==> src/rtl/isa_bridge_pkg.sv <==
package isa_bridge_pkg;

    typedef enum logic [1:0] {
        XFER_BYTE = 2'd0,
        XFER_HALF = 2'd1,
        XFER_WORD = 2'd2,
        XFER_RSVD = 2'd3
    } xfer_size_e;

    typedef enum logic [1:0] {
        ST_IDLE    = 2'd0,
        ST_ISSUE   = 2'd1,
        ST_RESPOND = 2'd2
    } seq_state_e;

endpackage

==> src/rtl/isa_window_decode.sv <==
module isa_window_decode #(
    parameter int ADDR_W = 32,
    parameter int PORT_W = 16,
    parameter logic [ADDR_W-1:0] WINDOW_BASE = 32'h1400_0000
) (
    input  logic [ADDR_W-1:0]        addr,
    input  isa_bridge_pkg::xfer_size_e size,
    output logic                     hit,
    output logic [PORT_W-1:0]        port
);
    import isa_bridge_pkg::*;

    localparam int TAG_W = ADDR_W - PORT_W;
    localparam logic [TAG_W-1:0] BASE_TAG = WINDOW_BASE[ADDR_W-1:PORT_W];

    logic tag_match;

    always_comb begin
        tag_match = (addr[ADDR_W-1:PORT_W] == BASE_TAG);
        hit       = tag_match && (size != XFER_RSVD);
        port      = addr[PORT_W-1:0];
    end

endmodule

==> src/rtl/isa_lane_shuffle.sv <==
module isa_lane_shuffle #(
    parameter int DATA_W = 32
) (
    input  logic                       swap,
    input  isa_bridge_pkg::xfer_size_e size,
    input  logic [DATA_W-1:0]          din,
    output logic [DATA_W-1:0]          dout
);
    import isa_bridge_pkg::*;

    localparam int LANES = DATA_W / 8;

    logic [DATA_W-1:0] reversed;

    generate
        for (genvar g = 0; g < LANES; g++) begin : g_lane
            assign reversed[g*8 +: 8] = din[(LANES-1-g)*8 +: 8];
        end
    endgenerate

    always_comb begin
        dout = '0;
        unique case (size)
            XFER_BYTE: dout[7:0]  = din[7:0];
            XFER_HALF: dout[15:0] = swap ? {din[7:0], din[15:8]} : din[15:0];
            XFER_WORD: dout       = swap ? reversed : din;
            default:   dout       = '0;
        endcase
    end

endmodule

==> src/rtl/isa_bridge_seq.sv <==
module isa_bridge_seq (
    input  logic clk,
    input  logic rst_n,
    input  logic cpu_req,
    input  logic hit,
    input  logic io_ack,
    output logic io_req,
    output logic cpu_ack,
    output logic load_req,
    output logic load_rsp
);
    import isa_bridge_pkg::*;

    seq_state_e state, state_nxt;

    always_ff @(posedge clk) begin
        if (!rst_n) state <= ST_IDLE;
        else        state <= state_nxt;
    end

    always_comb begin
        state_nxt = state;
        unique case (state)
            ST_IDLE:    if (cpu_req && hit) state_nxt = ST_ISSUE;
            ST_ISSUE:   if (io_ack)         state_nxt = ST_RESPOND;
            ST_RESPOND: if (!cpu_req)       state_nxt = ST_IDLE;
            default:                        state_nxt = ST_IDLE;
        endcase
    end

    always_comb begin
        io_req   = (state == ST_ISSUE);
        cpu_ack  = (state == ST_RESPOND);
        load_req = (state == ST_IDLE) && cpu_req && hit;
        load_rsp = (state == ST_ISSUE) && io_ack;
    end

endmodule

==> src/rtl/isa_io_bridge.sv <==
module isa_io_bridge #(
    parameter int ADDR_W = 32,
    parameter int DATA_W = 32,
    parameter int PORT_W = 16,
    parameter logic [ADDR_W-1:0] WINDOW_BASE = 32'h1400_0000
) (
    input  logic              clk,
    input  logic              rst_n,
    input  logic              big_endian,
    input  logic              cpu_req,
    input  logic              cpu_we,
    input  logic [1:0]        cpu_size,
    input  logic [ADDR_W-1:0] cpu_addr,
    input  logic [DATA_W-1:0] cpu_wdata,
    output logic              cpu_ack,
    output logic [DATA_W-1:0] cpu_rdata,
    output logic              io_req,
    output logic              io_we,
    output logic [1:0]        io_size,
    output logic [PORT_W-1:0] io_port,
    output logic [DATA_W-1:0] io_wdata,
    input  logic              io_ack,
    input  logic [DATA_W-1:0] io_rdata
);
    import isa_bridge_pkg::*;

    xfer_size_e        req_size, held_size;
    logic              hit, load_req, load_rsp;
    logic [PORT_W-1:0] dec_port;
    logic [DATA_W-1:0] wr_lanes, rd_lanes;

    logic [PORT_W-1:0] port_q;
    logic              we_q;
    logic [DATA_W-1:0] wdata_q, rdata_q;

    assign req_size = xfer_size_e'(cpu_size);

    isa_window_decode #(
        .ADDR_W(ADDR_W), .PORT_W(PORT_W), .WINDOW_BASE(WINDOW_BASE)
    ) u_decode (
        .addr(cpu_addr), .size(req_size), .hit(hit), .port(dec_port)
    );

    isa_lane_shuffle #(.DATA_W(DATA_W)) u_wr_shuffle (
        .swap(big_endian), .size(req_size), .din(cpu_wdata), .dout(wr_lanes)
    );

    isa_lane_shuffle #(.DATA_W(DATA_W)) u_rd_shuffle (
        .swap(big_endian), .size(held_size), .din(io_rdata), .dout(rd_lanes)
    );

    isa_bridge_seq u_seq (
        .clk(clk), .rst_n(rst_n), .cpu_req(cpu_req), .hit(hit),
        .io_ack(io_ack), .io_req(io_req), .cpu_ack(cpu_ack),
        .load_req(load_req), .load_rsp(load_rsp)
    );

    always_ff @(posedge clk) begin
        if (!rst_n) begin
            port_q    <= '0;
            we_q      <= 1'b0;
            held_size <= XFER_BYTE;
            wdata_q   <= '0;
            rdata_q   <= '0;
        end else begin
            if (load_req) begin
                port_q    <= dec_port;
                we_q      <= cpu_we;
                held_size <= req_size;
                wdata_q   <= wr_lanes;
            end
            if (load_rsp) rdata_q <= rd_lanes;
        end
    end

    assign io_port   = port_q;
    assign io_we     = we_q;
    assign io_size   = held_size;
    assign io_wdata  = wdata_q;
    assign cpu_rdata = rdata_q;

endmodule

==> config.mk <==
export PLATFORM = sky130hd
export DESIGN_NAME = isa_io_bridge
export DESIGN_NICKNAME = d
export VERILOG_FILES = /design/src/rtl/isa_bridge_pkg.sv /design/src/rtl/isa_window_decode.sv /design/src/rtl/isa_lane_shuffle.sv /design/src/rtl/isa_bridge_seq.sv /design/src/rtl/isa_io_bridge.sv
export SDC_FILE = /design/constraint.sdc
export NUM_CORES = 1
export LEC_CHECK = 0
export BUFFER_PORTS_ARGS = -buffer_cell sky130_fd_sc_hd__buf_2
export CORE_MARGIN = 10
export CORE_UTILIZATION = 44
export CTS_CLUSTER_SIZE = 14
export DETAILED_ROUTE_END_ITERATION = 10
export HOLD_SLACK_MARGIN = 0.12
export PLACE_DENSITY = 0.84
export RECOVER_POWER = 50
export SETUP_SLACK_MARGIN = 0.2
export SYNTH_ARGS = -nofsm -noshare
export SYNTH_HDL_FRONTEND = slang
export SYNTH_HIERARCHICAL = 1
export SYNTH_SLANG_ARGS = --single-unit
==> constraint.sdc <==
create_clock -name clk -period 2.3 [get_ports clk]
set_clock_uncertainty 0.05 [all_clocks]
set_input_delay 0.23 -clock clk [delete_from_list [all_inputs] [get_ports clk]]
set_output_delay 0.23 -clock clk [all_outputs]
set_load 0.005 [all_outputs]
Yosys cells after proc, flatten, opt, wreduce, memory -nomap -nowiden

Index checks and enable logic that the tools add are counted.
Widths: inputs -> output; s select.

Eq/ne operators: 11
Muxes and demuxes: 14
Reduce and logical (&&, ||, !) cells: 9

Operators by type and width:

| operator             | count |
|---|---|
| $mux 16              | 4 |
| $mux 32              | 2 |
| $pmux 8 s3           | 2 |
| $pmux 8 s2           | 2 |
| $eq 16x13->1 const B | 1 |
| $eq 2x1->1 const B   | 3 |
| $eq 2x2->1 const B   | 3 |
| $logic_not 2->1      | 3 |
| $mux 2               | 3 |
| $pmux 2 s3           | 1 |
| $logic_and 1x1->1    | 5 |
| $ne 2x1->1 const B   | 2 |
| $ne 2x2->1 const B   | 2 |
| $reduce_and 3->1     | 1 |

Bits in registers: 85
Bits of input ports: 104
Output and inout bits: 85
Word-level logic and storage cells: 40

Longest topological paths before layout

Gate-level depths: netlist of run 1.

Word-level depth: 5
Depth in mapped cells: 9
Gate-level depth less buffers: 7

Modules after synthesis

The synthesis of run 1 kept the hierarchy.

By module, submodules not included:

| module            | times used | cells each | area an instance (µm²) | sequential area each (µm²) |
|---|---|---|---|---|
| isa_io_bridge     | 1          | 268        | 3188.1                 | 1661.6 |
| isa_lane_shuffle  | 2          | 118        | 1018.5                 | 0.0 |
| isa_window_decode | 1          | 23         | 163.9                  | 0.0 |
| isa_bridge_seq    | 1          | 13         | 113.9                  | 40.0 |

Worst setup path before layout of run 1

Ideal clock, no wire load.

Path kind: input port to flip-flop
From: in cpu_addr[31]
To: reg wdata_q[3] (netlist: io_wdata[3])
Library setup time: 0.116 ns
Arrival time: 1.622 ns
Data required time: 2.134 ns
Slack: 0.512 ns
Cell stages on the path: 8
Buffers on the path: 2
Path through: or4_1 > nor2_1 > nand2_1 > nor3_1 > buf_6 > buf_8 > mux2i_1 > nor2b_1

Word-level cells in the longest chain between the ends: 3

Ends and longest elaborated chain:

| what                   | line                    | text |
|---|---|---|
| start: declaration     | isa_io_bridge.sv:13     | `input logic [ADDR_W-1:0] cpu_addr,` |
| $eq 16x13->1           | isa_window_decode.sv:19 | `tag_match = (addr[ADDR_W-1:PORT_W] == BASE_TAG);` |
| $logic_and 1x1->1      | isa_window_decode.sv:20 | `hit = tag_match && (size != XFER_RSVD);` |
| via hit                | isa_io_bridge.sv:28     | `logic hit, load_req, load_rsp;` |
| $logic_and 1x1->1      | isa_bridge_seq.sv:34    | `load_req = (state == ST_IDLE) && cpu_req && hit;` |
| via load_req           | isa_io_bridge.sv:28     |  |
| end signal: assignment | isa_io_bridge.sv:70     | `wdata_q <= wr_lanes;` |
| end: declaration       | isa_io_bridge.sv:34     | `logic [DATA_W-1:0] wdata_q, rdata_q;` |

The timed path passes the listed nets, and every way through them passes these cells.
A chain may end at the register's enable or synchronous reset.

Worst setup path in the final report of run 1

From: in io_ack
To: reg rdata_q[10] (netlist: cpu_rdata[10])

Word-level cells in the longest chain between the ends: 1

Ends and longest elaborated chain:

| what                   | line                 | text |
|---|---|---|
| start: declaration     | isa_io_bridge.sv:22  | `input logic io_ack,` |
| $logic_and 1x1->1      | isa_bridge_seq.sv:35 | `load_rsp = (state == ST_ISSUE) && io_ack;` |
| via load_rsp           | isa_io_bridge.sv:28  |  |
| end signal: assignment | isa_io_bridge.sv:72  | `if (load_rsp) rdata_q <= rd_lanes;` |
| end: declaration       | isa_io_bridge.sv:34  |  |

The timed path passes the listed nets, and every way through them passes these cells.

==> metrics, run 1 <==
crit path DAT=2.26 ns; Power Total=3.440 mW; Sw Share=24.03%; Post-Syn Area=5503 µm²; die span in x=131.8 µm; dpl cells=847; Rows=40; most frequent cells after synthesis=nor2b_1 (140), mux2i_1 (115), dfxtp_1 (85); CTS tree=built; Post-synth EDFFs=0; RSZ-0062 raised after global routing=no; worst hold slack=0.2038 ns; CP Capture Type=flip-flop; Leak Pwr=2.520 nW; post-synthesis sequential area ratio=30.92%; setup slack after layout=0.2187 ns; Clock transition at path regs=0.06 ns; Post-Syn Nets=654; count of cell types in the netlist=30; Max Cap Viol=0; Setup-failing EPs final=0; die height=131.8 µm; DPL Wire Length=11,190 µm; setup TNS=0 ns; non-filler cells, final=882; fraction of registers with async set or reset after synthesis=0%; largest net degree at the start of global routing=51; HP Class=in2reg; Final ANT Viol Nets=0; DR vias=4,462; H-Tree Level Count=3; vias in the first global route=4,594; Relative slew margins=25.98%; Most used DFF post-synth=dfxtp_1; status=completed; first-pass GRT wire length=24,410 µm; clock sinks=85; later-pin clock latency in the skew report=0.34 ns; Post-CTS Setup Repair Bufs=0; Startpoint Class=input pin; GRT Total Usage=17.00%; fin crit share=90.49%; vias per cell=5.059; clock root buffer=clkbuf_16; Tmin final=2.081 ns; Seq pwr share=42.8%; WL per Instance=17.18 µm; Initial DRC Count=300; yosys synthesis warning count=6; number of I/O pins=189; CP Max Fanout=33; Pwr Density=510.9 nW/µm²; Psw=0.8267 mW; Worst Path Required=2.48 ns; fin util=55.60%; max frequency=0.4805 GHz; critical path class=in2reg; synthesis-stage register bit count=85; core area=12,110 µm²; clk buf depth=2; Synth Instances=540; drt first pass iters=6; Hold Vio Cnt, Final=0; Clock Power Share=43.3%; Initial Util=45.43%; antenna violations before repair=0; Peak VDD IR=262.0 µV; total grt overflow=0; fin nets=823; leading area contributor after synthesis=dfxtp_1; final slew viol count=0; top cells by area, synth=dfxtp_1 (31%), mux2i_1 (21%), nor2b_1 (16%), mux2_2 (9.8%), mux2_4 (3.3%); internal power=2.614 mW; WL final=15,160 µm; Area after DPL=6344 µm²; pin slew with the least headroom to its limit=1.110 ns; GPL Wtd Cong=0.8704; Post-Place Setup Slack=0.2170 ns; layout cells sized above 1=28.57%; residual DRC count=0; Mapped Avg Cell Area=10.19 µm²; fin area=6734 µm²; ANT cells=0; CTS Buf Count=9; Yosys top cell area share=30.92%; most frequent cell after synthesis=nor2b_1; DIE AREA=17,380 µm²; Area growth, synth to finish=22.37%; PortBufs=188; combinational share of power=13.9%
[cells by family (layout without fill, tap and decap cells)]
family,after synthesis,after routing,share of synthesized area (%)
and+or+nand+nor,167,167,18.53
adders and majority gates,10,10,2.274
buffers and inverters,61,235,8.299
muxes,175,175,34.02
AOI/OAI and AO/OA,42,42,5.957
DFF,85,85,30.92
[cells in the final DEF, fill, tap and decap left out, types with 2 or more instances in the layout]
master | Yosys | final
a222oi_1 | 12 | 12
a22oi_1 | 16 | 16
a32oi_1 | 4 | 4
buf_12 | 0 | 4
buf_2 | 2 | 117
buf_4 | 22 | 4
clkbuf_1 | 16 | 71
clkbuf_16 | 0 | 9
clkinv_4 | 0 | 2
dfxtp_1 | 85 | 85
dlygate4sd3_1 | 0 | 19
ha_1 | 10 | 10
inv_1 | 4 | 4
mux2_2 | 48 | 48
mux2_4 | 12 | 12
mux2i_1 | 115 | 115
nand2_1 | 2 | 2
nand2b_1 | 2 | 2
nor2_1 | 13 | 13
nor2b_1 | 140 | 140
nor4_1 | 2 | 2
o21ai_0 | 8 | 8
[power by group through the flow]
stage	registers, mW	logic [mW]	clock network (mW)
5_1_grt	1.47	0.521	1.58
2_1_floorplan	1.50	0.308	0
4_1_cts	1.47	0.474	1.53
6_report	1.47	0.480	1.49
3_3_place_gp	1.50	0.442	0
3_5_place_dp	1.50	0.449	0
[worst paths after layout]
kind,start,endpoint,slack (ns),cells after the start
setup / recovery,io_ack,cpu_rdata[10],0.22,6
setup reg to reg,u_seq/state[0],cpu_rdata[10],0.24,4
hold / removal,cpu_size[1],io_size[1],0.20,3
hold reg to reg,io_wdata[14],io_wdata[14],0.46,2
[sequential cells by signal, summed over array words and instances (netlist names)]
| register | flops |
|---|---|
| io_size | 2 |
| io_wdata | 32 |
| cpu_rdata | 32 |
| io_we | 1 |
| u_seq/state | 2 |
| io_port | 16 |
[area by class of cell]
| type | count | area [µm²] |
|---|---|---|
| Multi-Input combinational cell | 394 | 3351 |
| Clock buffer | 11 | 242.7 |
| Inverter | 4 | 15.01 |
| Tap cell | 168 | 210.2 |
| Sequential cell | 85 | 1702 |
| Clock inverter | 5 | 60.06 |
| Fill cell | 1102 | 5378 |
| Timing Repair Buffer | 215 | 1154 |
[metal layers]
metal  global-route usage [%]  part of all wire (%)  vias up  wire [µm]
li1                         -                     -     2223          -
met1                    20.62                    44     2061       6627
met2                    27.68                    47      157       7180
met3                    4.497                   6.5       21        984
met4                    7.293                   2.4        0        362
met5                        0                     0        -          0
[critical path, stage by stage]
cell and delay (ns):
dlygate4sd3_1 0.52, buf_2 0.11, and3b_2 0.17, clkbuf_2 0.82
mux2i_1 0.32, nor2b_1 0.07
[timing repair]
| action | CTS | global route |
|---|---|---|
| hold endpoints to repair | 18 | 0 |
| gates resized for setup | 0 | 0 |
| hold buffers | 19 | 0 |
No activity file was read; power rests on OpenSTA's default activity.
==> inputs of run 2 (changes only) <==
--- a/config.mk
+++ b/config.mk
@@ -5,13 +5,14 @@
 export SDC_FILE = /design/constraint.sdc
 export NUM_CORES = 1
 export LEC_CHECK = 0
+export ABC_AREA = 1
 export BUFFER_PORTS_ARGS = -buffer_cell sky130_fd_sc_hd__buf_2
 export CORE_MARGIN = 10
 export CORE_UTILIZATION = 44
 export CTS_CLUSTER_SIZE = 14
 export DETAILED_ROUTE_END_ITERATION = 10
 export HOLD_SLACK_MARGIN = 0.12
-export PLACE_DENSITY = 0.84
+export PLACE_DENSITY = 0.83
 export RECOVER_POWER = 50
 export SETUP_SLACK_MARGIN = 0.2
 export SYNTH_ARGS = -nofsm -noshare
==> metrics, run 2 <==
Pwr Density=515.9 nW/µm²; Most used DFF post-synth=dfxtp_1; WL final=16,820 µm; cts hold-fix bufs=10; CTS Buf Count=9; setup TNS=0 ns; Fill cells=1,323; Final ANT Viol Nets=0; fin crit share=75.28%; die span in x=132.0 µm; critical path class=reg2reg; DPL Wire Length=12,660 µm; Post-CTS Setup Repair Bufs=0; post-synthesis sequential area ratio=30.81%; fin nets=1,261; most frequent cells after synthesis=nand2_1 (414), nor2_1 (173), inv_1 (138); Yosys top cell area share=30.81%; status=completed; vias in the first global route=5,704; Setup-failing EPs final=0; PortBufs=188; fin util=55.10%; GRT Total Usage=18.52%; HP Class=in2reg; synthesis-stage register bit count=85; yosys synthesis warning count=6; RSZ-0062 raised after global routing=no; Tmin final=1.731 ns; core area=12,160 µm²; later-pin clock latency in the skew report=0.34 ns; Relative slew margins=60.24%; Psw=0.8603 mW; WL per Instance=12.73 µm; number of I/O pins=189; max frequency=0.5776 GHz; first-pass GRT wire length=27,170 µm; commonest non-fill, non-tap cell in the layout=nand2_1; Leak Pwr=3.316 nW; Mapped Avg Cell Area=5.556 µm²; residual DRC count=0; H-Tree Level Count=3; drt first pass iters=5; combinational share of power=13.4%; Post-synth EDFFs=0; Max Cap Viol=0; Peak VDD IR=350.0 µV; Sw Share=24.88%; Worst Path Required=2.49 ns; top cells by area, synth=dfxtp_1 (31%), nand2_1 (28%), nor2_1 (12%), inv_1 (9.4%), a21oi_1 (4.4%); final slew viol count=0; Post-Syn Nets=1,108; total grt overflow=0; vias per cell=4.621; CP Capture Type=flip-flop; commonest cells after routing, fill and taps aside=nand2_1 (414), nor2_1 (173), inv_1 (137), buf_2 (116), dfxtp_1 (85); Rows=40; Synth Instances=994; Startpoint Class=flip-flop; fraction of registers with async set or reset after synthesis=0%; Power Total=3.457 mW; DR vias=6,105; Post-Place Setup Slack=0.4834 ns; Hold Vio Cnt, Final=0; Area growth, synth to finish=21.34%; internal power=2.597 mW; crit path DAT=1.92 ns; most frequent cell after synthesis=nand2_1; clk buf depth=2; clock root buffer=clkbuf_16; Clock transition at path regs=0.06 ns; CP Max Fanout=16; setup slack after layout=0.5686 ns; leading area contributor after synthesis=dfxtp_1; pin slew with the least headroom to its limit=0.5964 ns; Clock Power Share=44.1%; CTS tree=built; Initial Util=45.41%; Seq pwr share=42.6%; DIE AREA=17,430 µm²; antenna violations before repair=4; cts repair resizes=0; layout cells sized above 1=12.61%; Initial DRC Count=412; die height=132.0 µm; largest net degree at the start of global routing=90; Area after DPL=6385 µm²; GPL Wtd Cong=0.9290; count of cell types in the netlist=19; clock sinks=85; Post-Syn Area=5523 µm²; fin area=6701 µm²
[run 2: worst paths after layout]
path                            cells past startpoint         start  slack (ns)        endpoint
worst min-delay path                                4        io_ack        0.13  u_seq/state[0]
worst max register to register                      8    io_size[0]        0.57   cpu_rdata[28]
worst min register to register                      2  cpu_rdata[3]        0.42    cpu_rdata[3]
worst max-delay path                                8    io_size[0]        0.57   cpu_rdata[28]
[run 2: final cells by class]
| class | instances | area, µm² | area share [%] |
|---|---|---|---|
| multi-input cells | 704 | 2877 | 42.92 |
| flip-flops and latches | 85 | 1702 | 25.39 |
| repair buffers | 209 | 1084 | 16.17 |
| inverters | 138 | 518.0 | 7.730 |
| clock buffers | 10 | 229.0 | 3.417 |
| well taps | 168 | 210.2 | 3.137 |
| clock inverters | 4 | 75.07 | 1.120 |
| diodes | 3 | 7.507 | 0.1120 |
[run 2: per-stage QoR]
step                      cells  hold WS [ns]
after floorplan             994        0.3015
after global placement     1294        0.4014
after detailed placement   1294        0.4090
after CTS                  1318        0.1232
after global routing       1319        0.1524
final                      1321        0.1279
[run 2: critical path, cell delays in order (launching register included)]
cell and delay, ns:
dfxtp_1 0.41, inv_1 0.11, ha_1 0.22, inv_1 0.42, a21oi_1 0.17, inv_1 0.09
nand2_1 0.05, nand2_1 0.06, nor2_1 0.05
[run 2: power groups by stage]
stage / logic (mW) / clock network [mW] / registers, mW
3_3_place_gp: 0.436 / 0 / 1.50
6_report: 0.462 / 1.52 / 1.47
2_1_floorplan: 0.296 / 0 / 1.50
5_1_grt: 0.527 / 1.62 / 1.47
4_1_cts: 0.456 / 1.56 / 1.47
3_5_place_dp: 0.439 / 0 / 1.50
[run 2: kinds of logic (layout without fill, tap and decap cells)]
family,after synthesis,in the layout,share of synthesized area [%]
other cells,0,3,0
simple gates,612,612,42.32
compound gates,82,82,7.499
flops,85,85,30.81
buf+inv,205,361,17.10
fa+ha+maj,10,10,2.266
[run 2: metal layers]
metal  wire length (µm)  part of all wire [%]  GRT usage, %
met1               7280                    43         22.08
met3               1566                   9.3         6.555
met5                 13                 0.077             0
met2               7550                    45         29.58
met4                408                   2.4         7.478
==> inputs of run 3 (changes only) <==
--- a/config.mk
+++ b/config.mk
@@ -5,14 +5,14 @@
 export SDC_FILE = /design/constraint.sdc
 export NUM_CORES = 1
 export LEC_CHECK = 0
-export ABC_AREA = 1
+export ABC_AREA = 0
 export BUFFER_PORTS_ARGS = -buffer_cell sky130_fd_sc_hd__buf_2
 export CORE_MARGIN = 10
 export CORE_UTILIZATION = 44
 export CTS_CLUSTER_SIZE = 14
 export DETAILED_ROUTE_END_ITERATION = 10
 export HOLD_SLACK_MARGIN = 0.12
-export PLACE_DENSITY = 0.83
+export PLACE_DENSITY = 0.84
 export RECOVER_POWER = 50
 export SETUP_SLACK_MARGIN = 0.2
 export SYNTH_ARGS = -nofsm -noshare
==> constraint.sdc (replaced) <==
create_clock -name clk -period 1.7 [get_ports clk]
set_clock_uncertainty 0.05 [all_clocks]
set_input_delay 0.17 -clock clk [delete_from_list [all_inputs] [get_ports clk]]
set_output_delay 0.17 -clock clk [all_outputs]
set_load 0.005 [all_outputs]
==> metrics, run 3 (synthesis results as in run 1) <==
commonest non-fill, non-tap cell in the layout=nor2b_1; clk buf depth=2; Hold Vio Cnt, Final=0; Worst Path Required=1.89 ns; antenna violations before repair=0; Clock transition at path regs=0.06 ns; core area=12,110 µm²; vias in the first global route=4,793; max frequency=0.6153 GHz; fin util=61.37%; H-Tree Level Count=3; drt first pass iters=4; critical path class=reg2reg; Fill cells=1,055; layout cells sized above 1=35.40%; Startpoint Class=flip-flop; ANT cells=0; GRT Total Usage=18.29%; status=completed; WL per Instance=18.54 µm; commonest cells after routing, fill and taps aside=nor2b_1 (139), mux2i_1 (112), buf_2 (111), dfxtp_1 (84), clkbuf_1 (71); CP Max Fanout=8; Initial DRC Count=326; crit path DAT=1.81 ns; CP Capture Type=flip-flop; residual DRC count=0; setup slack, reg-to-reg=0.07 ns; final slew viol count=0; PortBufs=188; fin nets=866; vias per cell=5.104; Final ANT Viol Nets=0; Post-Place Setup Slack=-0.2879 ns; DIE AREA=17,380 µm²; Leak Pwr=2.807 nW; footprint of the multi-input gates=3501 µm²; number of I/O pins=189; fin crit share=95.61%; die height=131.8 µm; DPL Wire Length=11,440 µm; Setup-failing EPs final=0; Max Cap Viol=0; pin slew with the least headroom to its limit=0.6243 ns; setup TNS=0 ns; RSZ-0062 raised after global routing=yes; worst hold slack=0.2045 ns; total grt overflow=0; GPL Wtd Cong=0.8782; CTS tree=built; DR vias=4,721; Peak VDD IR=402.1 µV; largest net degree at the start of global routing=86; Power Total=4.697 mW; Rows=40; Relative slew margins=58.38%; Initial Util=45.43%; FF/Latch Area=1705 µm²; WL final=17,150 µm; clock root buffer=clkbuf_16; first-pass GRT wire length=26,010 µm; Area growth, synth to finish=35.08%; Pwr Density=631.8 nW/µm²; CTS Buf Count=9; Tmin final=1.625 ns; HP Class=in2reg; later-pin clock latency in the skew report=0.34 ns; die span in x=131.8 µm; clock sinks=85; setup slack after layout=0.07467 ns
==> run 3: cell types whose count changed in the layout (fill, tap and decap cells not counted), sizes merged, moves of 49 or more <==
cell,previous run,this run
nand2,414,2
nor2,175,13
nor2b,0,140
inv,138,6
mux2i,0,115
mux2,0,60
a21oi,50,1
==> run 3: final cells by class <==
type / count / area share (%)
flip-flops and latches: 85 / 22.94
clock inverters: 7 / 0.9931
multi-input cells: 394 / 47.10
repair buffers: 258 / 22.84
clock buffers: 9 / 3.030
inverters: 4 / 0.2693
well taps: 168 / 2.828
==> run 3: worst paths after layout <==
path,depth (start not counted),startpoint,endpoint
setup reg to reg,7,io_size[0],cpu_rdata[6]
hold reg to reg,2,cpu_rdata[0],cpu_rdata[0]
setup / recovery,7,io_size[0],cpu_rdata[6]
hold / removal,3,cpu_req,u_seq/state[1]
==> run 3: power by group <==
group / total [mW] / internal, mW / switching [mW]
sequential: 1.99 / 1.99 / 0.00000350
combinational: 0.702 / 0.394 / 0.308
clock: 2.01 / 1.15 / 0.859
total: 4.70 / 3.53 / 1.17
==> run 3: per-layer routing <==
layer  vias to the layer above  GRT usage [%]  routed length (µm)
met4                         0          7.664                 404
met3                        28          5.259                1161
met1                      2204          22.52                7552
li1                       2315              -                   -
met2                       174          29.14                8033
met5                         -              0                   0
==> run 3: per-stage QoR <==
stage | std cells | area, µm²
2_1_floorplan | 540 | 5540
5_1_grt | 925 | 7433
3_3_place_gp | 868 | 6516
3_5_place_dp | 868 | 6516
6_report | 925 | 7433
4_1_cts | 915 | 7238
==> run 3: critical path, stage by stage (launching register included) <==
cell	delay, ns
dfxtp_1	0.39
inv_4	0.08
ha_4	0.20
a222oi_1	0.39
buf_4	0.18
nor2_1	0.04
mux2i_1	0.13
nor2b_1	0.06
==> run 3: repair_timing <==
item,CTS,global route
pin swaps,12,17
setup endpoints to repair,60,71
setup buffers,8,7
resized for setup,17,38
hold buffers,19,0
cloned,4,3
endpoints found under the hold margin,18,0
